$ cat config.mk
export PLATFORM = sky130hd
export DESIGN_NAME = dbrk_match
export DESIGN_NICKNAME = d
export VERILOG_FILES = /design/src/rtl/dbrk_pkg.sv /design/src/rtl/dbrk_regs.sv /design/src/rtl/dbrk_cmp.sv /design/src/rtl/dbrk_arb.sv /design/src/rtl/dbrk_match.sv
export SDC_FILE = /design/constraint.sdc
export NUM_CORES = 1
export LEC_CHECK = 0
export ABC_AREA = 1
export BUFFER_PORTS_ARGS = -buffer_cell sky130_fd_sc_hd__buf_2
export CAP_MARGIN = 20
export CORE_UTILIZATION = 45
export CTS_CLUSTER_DIAMETER = 120
export DETAILED_ROUTE_END_ITERATION = 6
export HOLD_SLACK_MARGIN = 0.06
export PLACE_DENSITY = 0.76
export SLEW_MARGIN = 25
export SYNTH_ARGS = -nofsm -noshare
export SYNTH_HDL_FRONTEND = slang
export SYNTH_SLANG_ARGS = --single-unit
$ cat constraint.sdc
create_clock -name clk_i -period 1.8 [get_ports clk_i]
set_input_delay 0.18 -clock clk_i [delete_from_list [all_inputs] [get_ports clk_i]]
set_output_delay 0.18 -clock clk_i [all_outputs]
set_load 0.02 [all_outputs]
$ cat src/rtl/dbrk_pkg.sv
package dbrk_pkg;
  localparam int MASK_W        = 6;
  localparam int LD_EN_BIT     = 30;
  localparam int ST_EN_BIT     = 31;
  localparam int MAX_BYTES     = 4;
  localparam int NB_W          = $clog2(MAX_BYTES + 1);
  localparam int CAUSE_DATA    = 4;
  localparam int CAUSE_IDX_LSB = 8;
  localparam logic SEL_CTL     = 1'b0;
  localparam logic SEL_ADR     = 1'b1;

  function automatic logic [NB_W-1:0] size_to_bytes(input logic [1:0] code);
    case (code)
      2'd0:    return NB_W'(1);
      2'd1:    return NB_W'(2);
      default: return NB_W'(4);
    endcase
  endfunction
endpackage

$ cat src/rtl/dbrk_regs.sv
module dbrk_regs import dbrk_pkg::*; #(
  parameter int NUM_BP = 2,
  parameter int DATA_W = 32,
  parameter int ADDR_W = 32,
  parameter int IDX_W  = 1
) (
  input  logic              clk_i,
  input  logic              rst_ni,
  input  logic              wr_en_i,
  input  logic [IDX_W-1:0]  wr_idx_i,
  input  logic              wr_sel_i,
  input  logic [DATA_W-1:0] wr_data_i,
  output logic [DATA_W-1:0] ctl_o [NUM_BP],
  output logic [ADDR_W-1:0] brk_o [NUM_BP]
);
  for (genvar b = 0; b < NUM_BP; b++) begin : g_slot
    logic sel;
    assign sel = wr_en_i && (wr_idx_i == IDX_W'(b));

    always_ff @(posedge clk_i or negedge rst_ni) begin
      if (!rst_ni) begin
        ctl_o[b] <= '0;
        brk_o[b] <= '0;
      end else if (sel) begin
        if (wr_sel_i == SEL_CTL) ctl_o[b] <= wr_data_i;
        else                     brk_o[b] <= wr_data_i[ADDR_W-1:0];
      end
    end
  end
endmodule

$ cat src/rtl/dbrk_cmp.sv
module dbrk_cmp import dbrk_pkg::*; #(
  parameter int ADDR_W = 32
) (
  input  logic              valid_i,
  input  logic              store_i,
  input  logic              ld_en_i,
  input  logic              st_en_i,
  input  logic [MASK_W-1:0] mask_i,
  input  logic [ADDR_W-1:0] brk_i,
  input  logic [ADDR_W-1:0] addr_i,
  input  logic [NB_W-1:0]   nbytes_i,
  output logic              hit_o
);
  logic [ADDR_W-1:0]    mask;
  logic [MAX_BYTES-1:0] byte_hit;
  logic                 dir_en;

  // upper bits always compared
  assign mask = {{(ADDR_W-MASK_W){1'b1}}, mask_i};

  for (genvar k = 0; k < MAX_BYTES; k++) begin : g_byte
    logic [ADDR_W-1:0] baddr;
    assign baddr       = addr_i + ADDR_W'(k);
    assign byte_hit[k] = (nbytes_i > NB_W'(k)) && (((baddr ^ brk_i) & mask) == '0);
  end

  assign dir_en = store_i ? st_en_i : ld_en_i;
  assign hit_o  = valid_i && dir_en && (|byte_hit);
endmodule

$ cat src/rtl/dbrk_arb.sv
module dbrk_arb #(
  parameter int NUM_BP = 2,
  parameter int IDX_W  = 1
) (
  input  logic [NUM_BP-1:0] req_i,
  input  logic              block_i,
  output logic              any_o,
  output logic [IDX_W-1:0]  idx_o
);
  logic [IDX_W-1:0] pick;

  always_comb begin
    pick = '0;
    for (int i = NUM_BP - 1; i >= 0; i--) begin
      if (req_i[i]) pick = IDX_W'(i);
    end
  end

  assign any_o = (|req_i) && !block_i;
  assign idx_o = any_o ? pick : '0;
endmodule

$ cat src/rtl/dbrk_match.sv
module dbrk_match import dbrk_pkg::*; #(
  parameter int NUM_BP    = 2,
  parameter int DATA_W    = 32,
  parameter int ADDR_W    = 32,
  parameter int LVL_W     = 4,
  parameter int DBG_LEVEL = 6,
  parameter int CAUSE_W   = 16,
  parameter int IDX_W     = (NUM_BP > 1) ? $clog2(NUM_BP) : 1
) (
  input  logic               clk_i,
  input  logic               rst_ni,
  input  logic               wr_en_i,
  input  logic [IDX_W-1:0]   wr_idx_i,
  input  logic               wr_sel_i,
  input  logic [DATA_W-1:0]  wr_data_i,
  input  logic               acc_valid_i,
  input  logic [ADDR_W-1:0]  acc_addr_i,
  input  logic [1:0]         acc_size_i,
  input  logic               acc_store_i,
  input  logic               in_debug_i,
  input  logic [LVL_W-1:0]   int_level_i,
  output logic               hit_o,
  output logic [IDX_W-1:0]   hit_idx_o,
  output logic [CAUSE_W-1:0] cause_o
);
  logic [DATA_W-1:0]  ctl_q [NUM_BP];
  logic [ADDR_W-1:0]  brk_q [NUM_BP];
  logic [NUM_BP-1:0]  ld_en, st_en, bp_hit, unused_mid;
  logic [NB_W-1:0]    nbytes;
  logic               blocked, hit_d;
  logic [IDX_W-1:0]   idx_d;
  logic [CAUSE_W-1:0] cause_d;

  dbrk_regs #(
    .NUM_BP(NUM_BP), .DATA_W(DATA_W), .ADDR_W(ADDR_W), .IDX_W(IDX_W)
  ) i_regs (
    .clk_i    (clk_i),
    .rst_ni   (rst_ni),
    .wr_en_i  (wr_en_i),
    .wr_idx_i (wr_idx_i),
    .wr_sel_i (wr_sel_i),
    .wr_data_i(wr_data_i),
    .ctl_o    (ctl_q),
    .brk_o    (brk_q)
  );

  assign nbytes = size_to_bytes(acc_size_i);

  for (genvar b = 0; b < NUM_BP; b++) begin : g_cmp
    assign ld_en[b]      = ctl_q[b][LD_EN_BIT];
    assign st_en[b]      = ctl_q[b][ST_EN_BIT];
    assign unused_mid[b] = ^ctl_q[b][LD_EN_BIT-1:MASK_W];

    dbrk_cmp #(.ADDR_W(ADDR_W)) i_cmp (
      .valid_i (acc_valid_i),
      .store_i (acc_store_i),
      .ld_en_i (ld_en[b]),
      .st_en_i (st_en[b]),
      .mask_i  (ctl_q[b][MASK_W-1:0]),
      .brk_i   (brk_q[b]),
      .addr_i  (acc_addr_i),
      .nbytes_i(nbytes),
      .hit_o   (bp_hit[b])
    );
  end

  assign blocked = in_debug_i || (int_level_i >= LVL_W'(DBG_LEVEL));

  dbrk_arb #(.NUM_BP(NUM_BP), .IDX_W(IDX_W)) i_arb (
    .req_i  (bp_hit),
    .block_i(blocked),
    .any_o  (hit_d),
    .idx_o  (idx_d)
  );

  assign cause_d = hit_d ? (CAUSE_W'(CAUSE_DATA) | (CAUSE_W'(idx_d) << CAUSE_IDX_LSB)) : '0;

  always_ff @(posedge clk_i or negedge rst_ni) begin
    if (!rst_ni) begin
      hit_o     <= 1'b0;
      hit_idx_o <= '0;
      cause_o   <= '0;
    end else begin
      hit_o     <= hit_d;
      hit_idx_o <= idx_d;
      cause_o   <= cause_d;
    end
  end
endmodule

Word level (Yosys, flattened, before mapping) --
Cells that the tools add are included.
Word-level totals: flip-flop bits (word level) 139, input bits 78, output and inout bits 18, word-level logic and storage cells 74
Cells by class: reduce and logical (&&, ||, !) cells 33, $add $sub $neg 3, bitwise logic cells 18, order comparisons 5, equality and inequality tests 1, multiplexer cells 7
Operators by type and width (count):
- $and A32 B32 Y32 | 8
- $logic_not A32 Y1 | 8
- $xor A32 B32 Y32 | 8
- $add A32 B2 Y32 const B | 2
- $add A32 B1 Y32 const B | 1
- $logic_and A1 B1 Y1 | 15
- $mux W9 | 1
- $reduce_and A2 Y1 | 4
- $reduce_or A4 Y1 | 2
- $gt A3 B1 Y1 const B | 2
- $gt A3 B2 Y1 const B | 2
- $pmux W3 S2 | 1
- $mux W1 | 5
- $ge A4 B3 Y1 const B | 1
- $eq A2 B1 Y1 const B | 1
- $logic_not A2 Y1 | 1
- $not A1 Y1 | 2
- $reduce_or A2 Y1 | 1
- $logic_not A1 Y1 | 1
- $logic_or A1 B1 Y1 | 1

Logic depth before layout (Yosys ltp) --
Gate-level depths: netlist (run 1).
word-level depth 11, mapped depth 20, mapped depth without buffers 20

Hierarchy --
A second synthesis (run 1) with hierarchy kept.
Second synthesis, totals: cells, all modules 2055, area total of the unflattened synthesis 12316.8 µm²
Modules (own cells, without submodules):
- dbrk_cmp | sequential area each 0.0 µm², area each 3280.6 µm², instances 2, cells an instance 728
- dbrk_regs | sequential area each 3203.1 µm², area each 5509.0 µm², instances 1, cells an instance 566
- dbrk_match | sequential area each 75.1 µm², area each 225.2 µm², instances 1, cells an instance 28
- dbrk_arb | sequential area each 0.0 µm², area each 21.3 µm², instances 1, cells an instance 5

Worst setup path after synthesis (run 1) --
Ideal clock, no wire load.
path type input-to-reg, from input acc_addr_i[1], to register hit_idx_o, path buffers 0, data required time 1.683 ns, path slack -0.140 ns, cell stages on the path 16, data arrival time 1.823 ns, setup time 0.117 ns, cell sequence ha_1 > nand2_1 > nor2_8 > nand2_2 > nor2_1 > nand2_1 > xor2_1 > nand2_1 > nor2_1 > nand2_1 > nor2_1 > nand2_1 > nand3_1 > nand2_1 > nand2_1 > nor2_1
Between the ends: longest elaborated chain between the ends 10, elaborated cells on any way between the ends 44, classes of those cells 3 x add/sub; 3 x mux; 16 x bitwise; 22 x reduce/logical
RTL lines:
- start: declaration | line dbrk_match.sv:17 | input logic [ADDR_W-1:0] acc_addr_i,
- $add A32 B1 Y32 or $add A32 B2 Y32 (tied branches) | line dbrk_cmp.sv:23 | assign baddr = addr_i + ADDR_W'(k);
- $xor A32 B32 Y32 | line dbrk_cmp.sv:24 | assign byte_hit[k] = (nbytes_i > NB_W'(k)) && (((baddr ^ brk_i) & mask) == '0);
- $and A32 B32 Y32 | line dbrk_cmp.sv:24
- $logic_not A32 Y1 | line dbrk_cmp.sv:24
- $logic_and A1 B1 Y1 | line dbrk_cmp.sv:24
- $reduce_or A4 Y1 | line dbrk_cmp.sv:28 | assign hit_o = valid_i && dir_en && (|byte_hit);
- $logic_and A1 B1 Y1 | line dbrk_cmp.sv:28
- $mux W1 or $reduce_or A2 Y1 (tied branches) | line dbrk_arb.sv:15, dbrk_arb.sv:19
- $mux W1 or $logic_and A1 B1 Y1 (tied branches) | line dbrk_arb.sv:15, dbrk_arb.sv:19
- $mux W1 * | line dbrk_arb.sv:20 | assign idx_o = any_o ? pick : '0;
- via i_arb.idx_o | line dbrk_arb.sv:8 | output logic [IDX_W-1:0] idx_o
- end signal: assignment | line dbrk_match.sv:85 | hit_idx_o <= idx_d;
- end: declaration | line dbrk_match.sv:23 | output logic [IDX_W-1:0] hit_idx_o,
Mark *: on every way through the listed nets, which the timed path passes. The rest lies on a longest branch. A chain may end at the register's enable or synchronous reset.

Final worst setup path (run 1) --
from register i_regs.brk_o[20] (netlist bit), to register cause_o[2]
Between the ends: longest elaborated chain between the ends 9, elaborated cells on any way between the ends 21, classes of those cells 1 x mux; 8 x bitwise; 12 x reduce/logical
RTL lines:
- start: declaration | line dbrk_regs.sv:14 | output logic [ADDR_W-1:0] brk_o [NUM_BP]
- start signal: indexed assignment | line dbrk_regs.sv:26 | else brk_o[b] <= wr_data_i[ADDR_W-1:0];
- $xor A32 B32 Y32 | line dbrk_cmp.sv:24
- $and A32 B32 Y32 | line dbrk_cmp.sv:24
- $logic_not A32 Y1 | line dbrk_cmp.sv:24
- $logic_and A1 B1 Y1 | line dbrk_cmp.sv:24
- $reduce_or A4 Y1 * | line dbrk_cmp.sv:28
- $logic_and A1 B1 Y1 * | line dbrk_cmp.sv:28
- $reduce_or A2 Y1 * | line dbrk_arb.sv:19 | assign any_o = (|req_i) && !block_i;
- $logic_and A1 B1 Y1 * | line dbrk_arb.sv:19
- via hit_d | line dbrk_match.sv:30 | logic blocked, hit_d;
- $mux W9 * | line dbrk_match.sv:76 | assign cause_d = hit_d ? (CAUSE_W'(CAUSE_DATA) | (CAUSE_W'(idx_d) << CAUSE_IDX_LSB)) : '0;
- end signal: assignment | line dbrk_match.sv:86 | cause_o <= cause_d;
- end: declaration | line dbrk_match.sv:24 | output logic [CAUSE_W-1:0] cause_o
Marked as above.

==> out/qor.tcl, run 1 <==
set qor(finish.instance_area_sq_um) 12600
set qor(total_leakage_power_nw) 6.74
set qor(critPathLaunchType) {flip-flop}
set qor(synth_area_leader_cell) {nand2_1}
set qor(drc) 0
set qor(final_period_minus_worst_setup_slack_ns) 2.09
set qor(muxShareOfSynthArea) 0
set qor(main_combinational_cell_family_by_area_after_synthesis) {simple AND/OR/NAND/NOR gates}
set qor(boundaryPins) 96
set qor(ffs_w_async_s_r_synth) 1.00
set qor(critPathKind) {reg2reg}
set qor(drive_gt1_frac) 0.320
set qor(status) {finished with violations}
set qor(htreeDepth) 3
set qor(path_common_cell) {nor2_1}
set qor(timing.critical_path.max_delay_family) {XOR/XNOR gates}
set qor(dr_wl_cell_microns) 18.9
set qor(required_time_at_the_endpoint_of_the_critical_path_ns) 2.09
set qor(area_overhead_vs_synth_pct) 45.8
set qor(synth-compound-area-share) 0.0760
set qor(worst_slew_pin_slew_ns) 0.674
set qor(clock-skew-final_ns) 0.0150
set qor(setup_viol) 2
set qor(grt_max_degree) 65
set qor(synthDistinctLibCells) 33
set qor(relSlewSlack) 0.549
set qor(grt_pass1_vias) 9960
set qor(yosys.area_share.xor_xnor) 0.113
set qor(final_critical_path_setup_slack_ns) -0.289
set qor(initial_core_util) 0.461
set qor(antenna-diode-count) 0
set qor(setup_repair_after_global_routing_missed_its_margin) {true}
set qor(first_pass_iters) 5
set qor(via_count) 11012
set qor(critical_path_arrival_ns) 2.37
set qor(min_period_over_period) 1.16
set qor(antenna_violations_before_repair) 1
set qor(port_buffers) 80
set qor(cts.root.buffer_cell) {clkbuf_16}
set qor(core_region_area_sq_um) 18800
set qor(worst-path-max-fanout) 2
set qor(n_fill_cell) 1693
set qor(detailedPlace.worstSlack_ns) -0.768
set qor(cts_buffer_depth) 2
set qor(hpwlAfterDp_microns) 32800
set qor(cts_sinks) 82
set qor(crit_path_top_delay_cell) {xor2_1}
set qor(antenna_violating_nets_post_route) 0
set qor(grt_remaining_overflow) 0
set qor(chipWidth_microns) 141
set qor(clock_insertion_delay_at_the_later_pin_of_the_skew_report_ns) 0.36
set qor(worst_path_clk_slew_ns) 0.08
set qor(bufs_and_invs_on_worst_path) 0
set qor(synthDominantCellAreaShare) 0.240
set qor(placement.cell_area_sq_um) 11800
set qor(yosys-top-cells-count) {nand2_1, inv_1, nor2_1}
set qor(timing.max_cap.violations) 0
set qor(timing.critical_path.slowest_cell_delay_ns) 0.55
set qor(yosys_most_used_dff) {dfrtp_1}
set qor(end_kind) {flip-flop}
set qor(timing.hold.worst.class) {in2reg}
set qor(synth_seq_cells) 82
set qor(grt_use_total) 0.404
set qor(maxSlewViolCount) 0
set qor(violations) {setup timing}
set qor(row_count) 50
set qor(post_synth_instance_area_sq_um) 8660
set qor(grt_pass1_wl_microns) 58000
set qor(clock.fmax_mhz) 479
set qor(post_synth_and_or_nand_nor_area_fraction) 0.457
set qor(die_area_sq_um) 19800
set qor(numCtsBuffers) 9
set qor(max-vdd-ir-drop_mv) 0.669
set qor(syn_inst) 1454
set qor(die_y_microns) 141
set qor(synth.most_common_cell) {nand2_1}
set qor(synth_enable_flop_cells) 0
set qor(clock_tree_from_tritoncts) {built}
set qor(ys_seq_area_frac) 0.237
set qor(routabilityCongestion) 1.03
set qor(vias_per_cell) 5.26
set qor(dr.first_iter.drc_count) 1246
set qor(cellPowerDensity_nw_per_um2) 701
set qor(drt-total-wl_microns) 39500
set qor(num-nets-final) 1937
set qor(timing.critical_path.cells) {xor2_1 -> xor2_2 -> nand2_1 -> nor2_1 -> nand3_1 -> nor2_1 -> nor2_1 -> nand3_2 -> nand2_1 -> a21oi_2}
set qor(synth_area_leaders) {nand2_1, dfrtp_1, xor2_1}
set qor(synthesis.area_per_instance_sq_um) 5.96
set qor(yosys.area_share.adder) 0.00867
set qor(yosysWarningCount) 0
set qor(hold_vio_cnt_final) 0
==> through the flow <==
| stage | hold WS, ns | instances | total power, mW | util | setup TNS (ns) |
|---|---|---|---|---|---|
| 6_report | 0.0798 | 2092 | 8.85 | 0.673 | -0.552 |
| 3_5_place_dp | 0.195 | 2053 | 6.51 | 0.626 | -1.52 |
| 3_3_place_gp | 0.189 | 2053 | 6.48 | 0.626 | -1.43 |
| 2_1_floorplan | -0.116 | 1467 | 4.33 | - | -0.0297 |
| 4_1_cts | 0.0826 | 2082 | 8.60 | 0.662 | -0.432 |
| 5_1_grt | 0.105 | 2092 | 9.24 | 0.673 | -0.808 |
==> kinds of logic (layout without fill, tap and decap cells) <==
kind of cell	Yosys count	in the layout
adder cells (fa/ha/maj)	6	6
other	1	14
AND/OR/NAND/NOR	906	906
flip-flops	82	82
AO/OA/AOI/OAI	126	126
buffers and inverters	221	612
XOR/XNOR	112	112
==> flip-flops by register name, summed over array words and instances (netlist names) <==
name          flops
i_regs.ctl_o     16
hit_idx_o         1
i_regs.brk_o     64
cause_o           1
==> cells in the final DEF, fill, tap and decap left out, types with 2 or more instances in the layout <==
| master | n |
|---|---|
| xor2_2 | 12 |
| xnor2_2 | 6 |
| inv_6 | 2 |
| clkinvlp_4 | 3 |
| ha_4 | 3 |
| buf_12 | 11 |
| xnor2_1 | 29 |
| o21bai_1 | 2 |
| a221oi_1 | 4 |
| nor3_1 | 2 |
| nand3b_1 | 16 |
| nor2_2 | 26 |
| nor4_1 | 9 |
| conb_1 | 14 |
| inv_8 | 3 |
| dfrtp_1 | 79 |
| inv_1 | 153 |
| ha_1 | 3 |
| clkinv_1 | 4 |
| or2_2 | 2 |
| o21ai_1 | 12 |
| nand2_1 | 532 |
| nand3_1 | 106 |
| xor2_4 | 3 |
| nand2_4 | 8 |
| o21ai_0 | 100 |
| nand4_1 | 17 |
| inv_2 | 16 |
| nor2_4 | 30 |
| clkbuf_16 | 9 |
| nand2_2 | 36 |
| xor2_1 | 62 |
| nand3_2 | 9 |
| buf_4 | 325 |
| buf_6 | 7 |
| dfrtp_2 | 3 |
| buf_2 | 78 |
| nor2_1 | 111 |
| a21oi_1 | 5 |
==> path summary, 6_finish.rpt <==
kind                       cells past startpoint             start  slack (ns)          endpoint
setup reg to reg                              10  i_regs.brk_o[20]       -0.29        cause_o[2]
hold / removal                                 3     wr_data_i[27]        0.08  i_regs.brk_o[27]
min in group asynchronous                      3            rst_ni        0.36  i_regs.brk_o[33]
hold reg to reg                                2  i_regs.ctl_o[30]        0.50  i_regs.ctl_o[30]
setup / recovery                              10  i_regs.brk_o[20]       -0.29        cause_o[2]
max in group asynchronous                      3            rst_ni        1.12  i_regs.brk_o[25]
==> what timing repair did <==
action                     CTS  global route
setup buffers               14            11
setup endpoints to repair    2             2
resized for setup           64            36
hold endpoints to repair    82             0
pin swaps                   34            23
gates cloned                 0             0
hold buffers                 1             0
==> metal layers <==
layer,up-vias,part of all wire,wire (microns),GRT usage
li1,5284,-,-,-
met1,5031,0.45,17700,0.591
met2,617,0.40,15800,0.565
met3,80,0.12,4680,0.112
met4,0,0.031,1210,0.135
met5,-,0,0,0
==> layout make-up <==
type | count | area (sq um) | area share
Multi-Input combinational cell | 1164 | 6190 | 0.490
Timing Repair Buffer | 422 | 3140 | 0.249
Sequential cell | 82 | 2060 | 0.163
Inverter | 174 | 657 | 0.0520
Tap cell | 234 | 293 | 0.0232
Clock buffer | 9 | 225 | 0.0178
Clock inverter | 7 | 66.3 | 0.00525
==> power by group <==
part / internal [mW] / leakage (nW) / switching, mW / total, mW
Sequential: 2.13 / 1.02 / 0.292 / 2.42
Clock: 0.977 / 0.138 / 0.937 / 1.91
Combinational: 1.96 / 5.58 / 2.55 / 4.52
==> worst register-to-register path, stage by stage (launching register included) <==
cell and delay, ns:
dfrtp_1 0.40, xor2_1 0.55, xor2_2 0.24, nand2_1 0.15, nor2_1 0.13, nand3_1 0.07, nor2_1 0.11, nor2_1 0.06
nand3_2 0.07, nand2_1 0.08, a21oi_2 0.16
Note: power is estimated with default switching activity, not from simulation.
==> run 2: changes to the inputs <==
--- a/config.mk
+++ b/config.mk
@@ -8,11 +8,11 @@
 export ABC_AREA = 1
 export BUFFER_PORTS_ARGS = -buffer_cell sky130_fd_sc_hd__buf_2
 export CAP_MARGIN = 20
-export CORE_UTILIZATION = 45
+export CORE_UTILIZATION = 30
 export CTS_CLUSTER_DIAMETER = 120
 export DETAILED_ROUTE_END_ITERATION = 6
 export HOLD_SLACK_MARGIN = 0.06
-export PLACE_DENSITY = 0.76
+export PLACE_DENSITY = 0.58
 export SLEW_MARGIN = 25
 export SYNTH_ARGS = -nofsm -noshare
 export SYNTH_HDL_FRONTEND = slang
==> out/qor.tcl, run 2 (same netlist as run 1, synthesis figures left out) <==
set qor(status) {finished with violations}
set qor(violations) {setup timing}
set qor(clock-skew-final_ns) 0.0169
set qor(drt-total-wl_microns) 39500
set qor(timing.max_cap.violations) 0
set qor(final_critical_path_setup_slack_ns) -0.238
set qor(port_buffers) 80
set qor(post-route-util) 0.452
set qor(initial_core_util) 0.308
set qor(cts_sinks) 82
set qor(core_region_area_sq_um) 28100
set qor(worst_slew_pin_slew_ns) 0.508
set qor(critical_path_arrival_ns) 2.35
set qor(crit_cells) 17
set qor(cts_buffer_depth) 2
set qor(timing.critical_path.cells) {buf_12 -> clkinvlp_4 -> ha_2 -> nand2_1 -> nand2_2 -> nand2_4 -> nor2_4 -> buf_6 -> xor2_2 -> o21ai_1 -> nor2_1 -> nand3_1 -> nor2_1 -> nand2_1 -> nand3_1 -> nand2_1 -> a21oi_2}
set qor(register_with_the_most_flip_flops) {i_regs.brk_o}
set qor(n_fill_cell) 3001
set qor(num-nets-final) 1917
set qor(max-vdd-ir-drop_mv) 0.555
set qor(drive_gt1_frac) 0.310
set qor(first_pass_iters) 7
set qor(rrSetupSlack_ns) -0.22
set qor(grt_max_degree) 65
set qor(maxSlewViolCount) 0
set qor(crit_path_top_delay_cell) {nor2_4}
set qor(r2r_end) {cause_o[2]}
set qor(cellPowerDensity_nw_per_um2) 703
set qor(antenna-diode-count) 0
set qor(internal_power_mw) 5.22
set qor(htreeDepth) 3
set qor(antenna_violations_before_repair) 0
set qor(largest_reg_flops) 64
set qor(routabilityCongestion) 1.01
set qor(grt_pass1_vias) 9730
set qor(layout_top_registers) {i_regs.brk_o x64, i_regs.ctl_o x16}
set qor(setup_repair_after_global_routing_missed_its_margin) {true}
set qor(grt_use_total) 0.273
set qor(mostFrequentLayoutCell) {nand2_1}
set qor(grt_pass1_wl_microns) 58200
set qor(cts.root.buffer_cell) {clkbuf_16}
set qor(via_count) 10610
set qor(die_area_sq_um) 29600
set qor(die_y_microns) 172
set qor(dr_wl_cell_microns) 17.8
set qor(boundaryPins) 96
set qor(relSlewSlack) 0.660
set qor(critPathKind) {in2reg}
set qor(row_count) 61
set qor(timing.hold.worst.class) {in2reg}
set qor(worst-path-max-fanout) 5
set qor(clock_tree_from_tritoncts) {built}
set qor(total_power_mw) 8.93
set qor(end_kind) {flip-flop}
set qor(min_period_over_period) 1.13
set qor(antenna_violating_nets_post_route) 0
set qor(worst_path_clk_slew_ns) 0.08
set qor(area_overhead_vs_synth_pct) 46.7
set qor(total_leakage_power_nw) 6.66
set qor(setup_total_negative_slack_ns) -0.467
set qor(final_cell_mix) {nand2_1, buf_4, inv_1, nor2_1, nand3_1}
set qor(finish.instance_area_sq_um) 12700
set qor(timing.critical_path.slowest_cell_delay_ns) 0.24
set qor(power.sequential.fraction) 0.270
set qor(setup_viol) 2
set qor(vias_per_cell) 4.79
set qor(reg2reg_depth) 11
set qor(crit-reg2reg-launch) {i_regs.brk_o[11]}
set qor(hold_vio_cnt_final) 0
set qor(cp-startpoint) {acc_addr_i[1]}
set qor(required_time_at_the_endpoint_of_the_critical_path_ns) 2.11
set qor(detailedPlace.worstSlack_ns) -0.844
set qor(clock_insertion_delay_at_the_later_pin_of_the_skew_report_ns) 0.38
set qor(hpwlAfterDp_microns) 33100
set qor(endpoint) {cause_o[2]}
set qor(power_switching_share) 0.415
set qor(comb_power_share) 0.483
set qor(final_period_minus_worst_setup_slack_ns) 2.04
set qor(clock.fmax_mhz) 491
set qor(chipWidth_microns) 172
set qor(path_common_cell) {nand2_1}
set qor(bufs_and_invs_on_worst_path) 3
set qor(timing.critical_path.max_delay_family) {simple AND/OR/NAND/NOR gates}
set qor(dr.first_iter.drc_count) 971
set qor(switching_power_mw) 3.71
set qor(drc) 0
set qor(critPathLaunchType) {input pin}
set qor(p_clk_frac) 0.247
set qor(grt_remaining_overflow) 0
set qor(placement.cell_area_sq_um) 11800
set qor(numCtsBuffers) 9
-- run 2: tightest hold or removal path: stages --
cell     delay [ns]
buf_2          0.10
inv_1          0.05
o21ai_0        0.07
-- run 2: area by class of cell --
cell class / instances / area (sq um) / share of cell area
Multi-Input combinational cell: 1164 / 6200 / 0.488
Timing Repair Buffer: 402 / 3000 / 0.236
Sequential cell: 82 / 2050 / 0.162
Inverter: 174 / 657 / 0.0517
Tap cell: 378 / 473 / 0.0372
Clock buffer: 9 / 225 / 0.0177
Clock inverter: 7 / 101 / 0.00798
-- run 2: routing by layer --
layer  vias up  wire, microns  track usage
li1       5249              -            -
met1      4933          19000        0.404
met2       392          17000        0.411
met3        36           2680       0.0279
met4         0            837       0.0889
met5         -              0            0
-- run 2: worst min path at each step --
stage | start | endpoint | slack [ns] | cells after the start
3_3_place_gp | rst_ni | i_regs.brk_o[0] | 0.14 | 1
4_1_cts | wr_data_i[23] | i_regs.brk_o[23] | 0.06 | 3
2_1_floorplan | rst_ni | cause_o[2] | -0.12 | 0
5_1_grt | wr_data_i[13] | i_regs.brk_o[45] | 0.09 | 3
6_report | wr_data_i[13] | i_regs.brk_o[45] | 0.07 | 3
3_5_place_dp | rst_ni | i_regs.brk_o[0] | 0.15 | 1
-- run 2: through the flow --
stage,cells,hold slack [ns]
6_report,2216,0.0721
5_1_grt,2216,0.0872
4_1_cts,2209,0.0635
3_5_place_dp,2179,0.146
3_3_place_gp,2179,0.142
2_1_floorplan,1467,-0.116
-- run 2: timing repair --
item	CTS	global route
pin swaps	45	34
hold buffers	4	0
buffers inserted	11	7
hold endpoints to repair	33	0
resized for setup	62	46
cloned	0	0
endpoints found under the setup margin	2	2
-- run 2: power by group through the flow --
stage | clock network, mW | registers (mW) | logic [mW]
3_5_place_dp | 0 | 2.42 | 3.99
3_3_place_gp | 0 | 2.41 | 4.00
4_1_cts | 2.24 | 2.40 | 4.14
6_report | 2.21 | 2.41 | 4.31
5_1_grt | 2.29 | 2.45 | 4.66
2_1_floorplan | 0 | 2.38 | 1.95
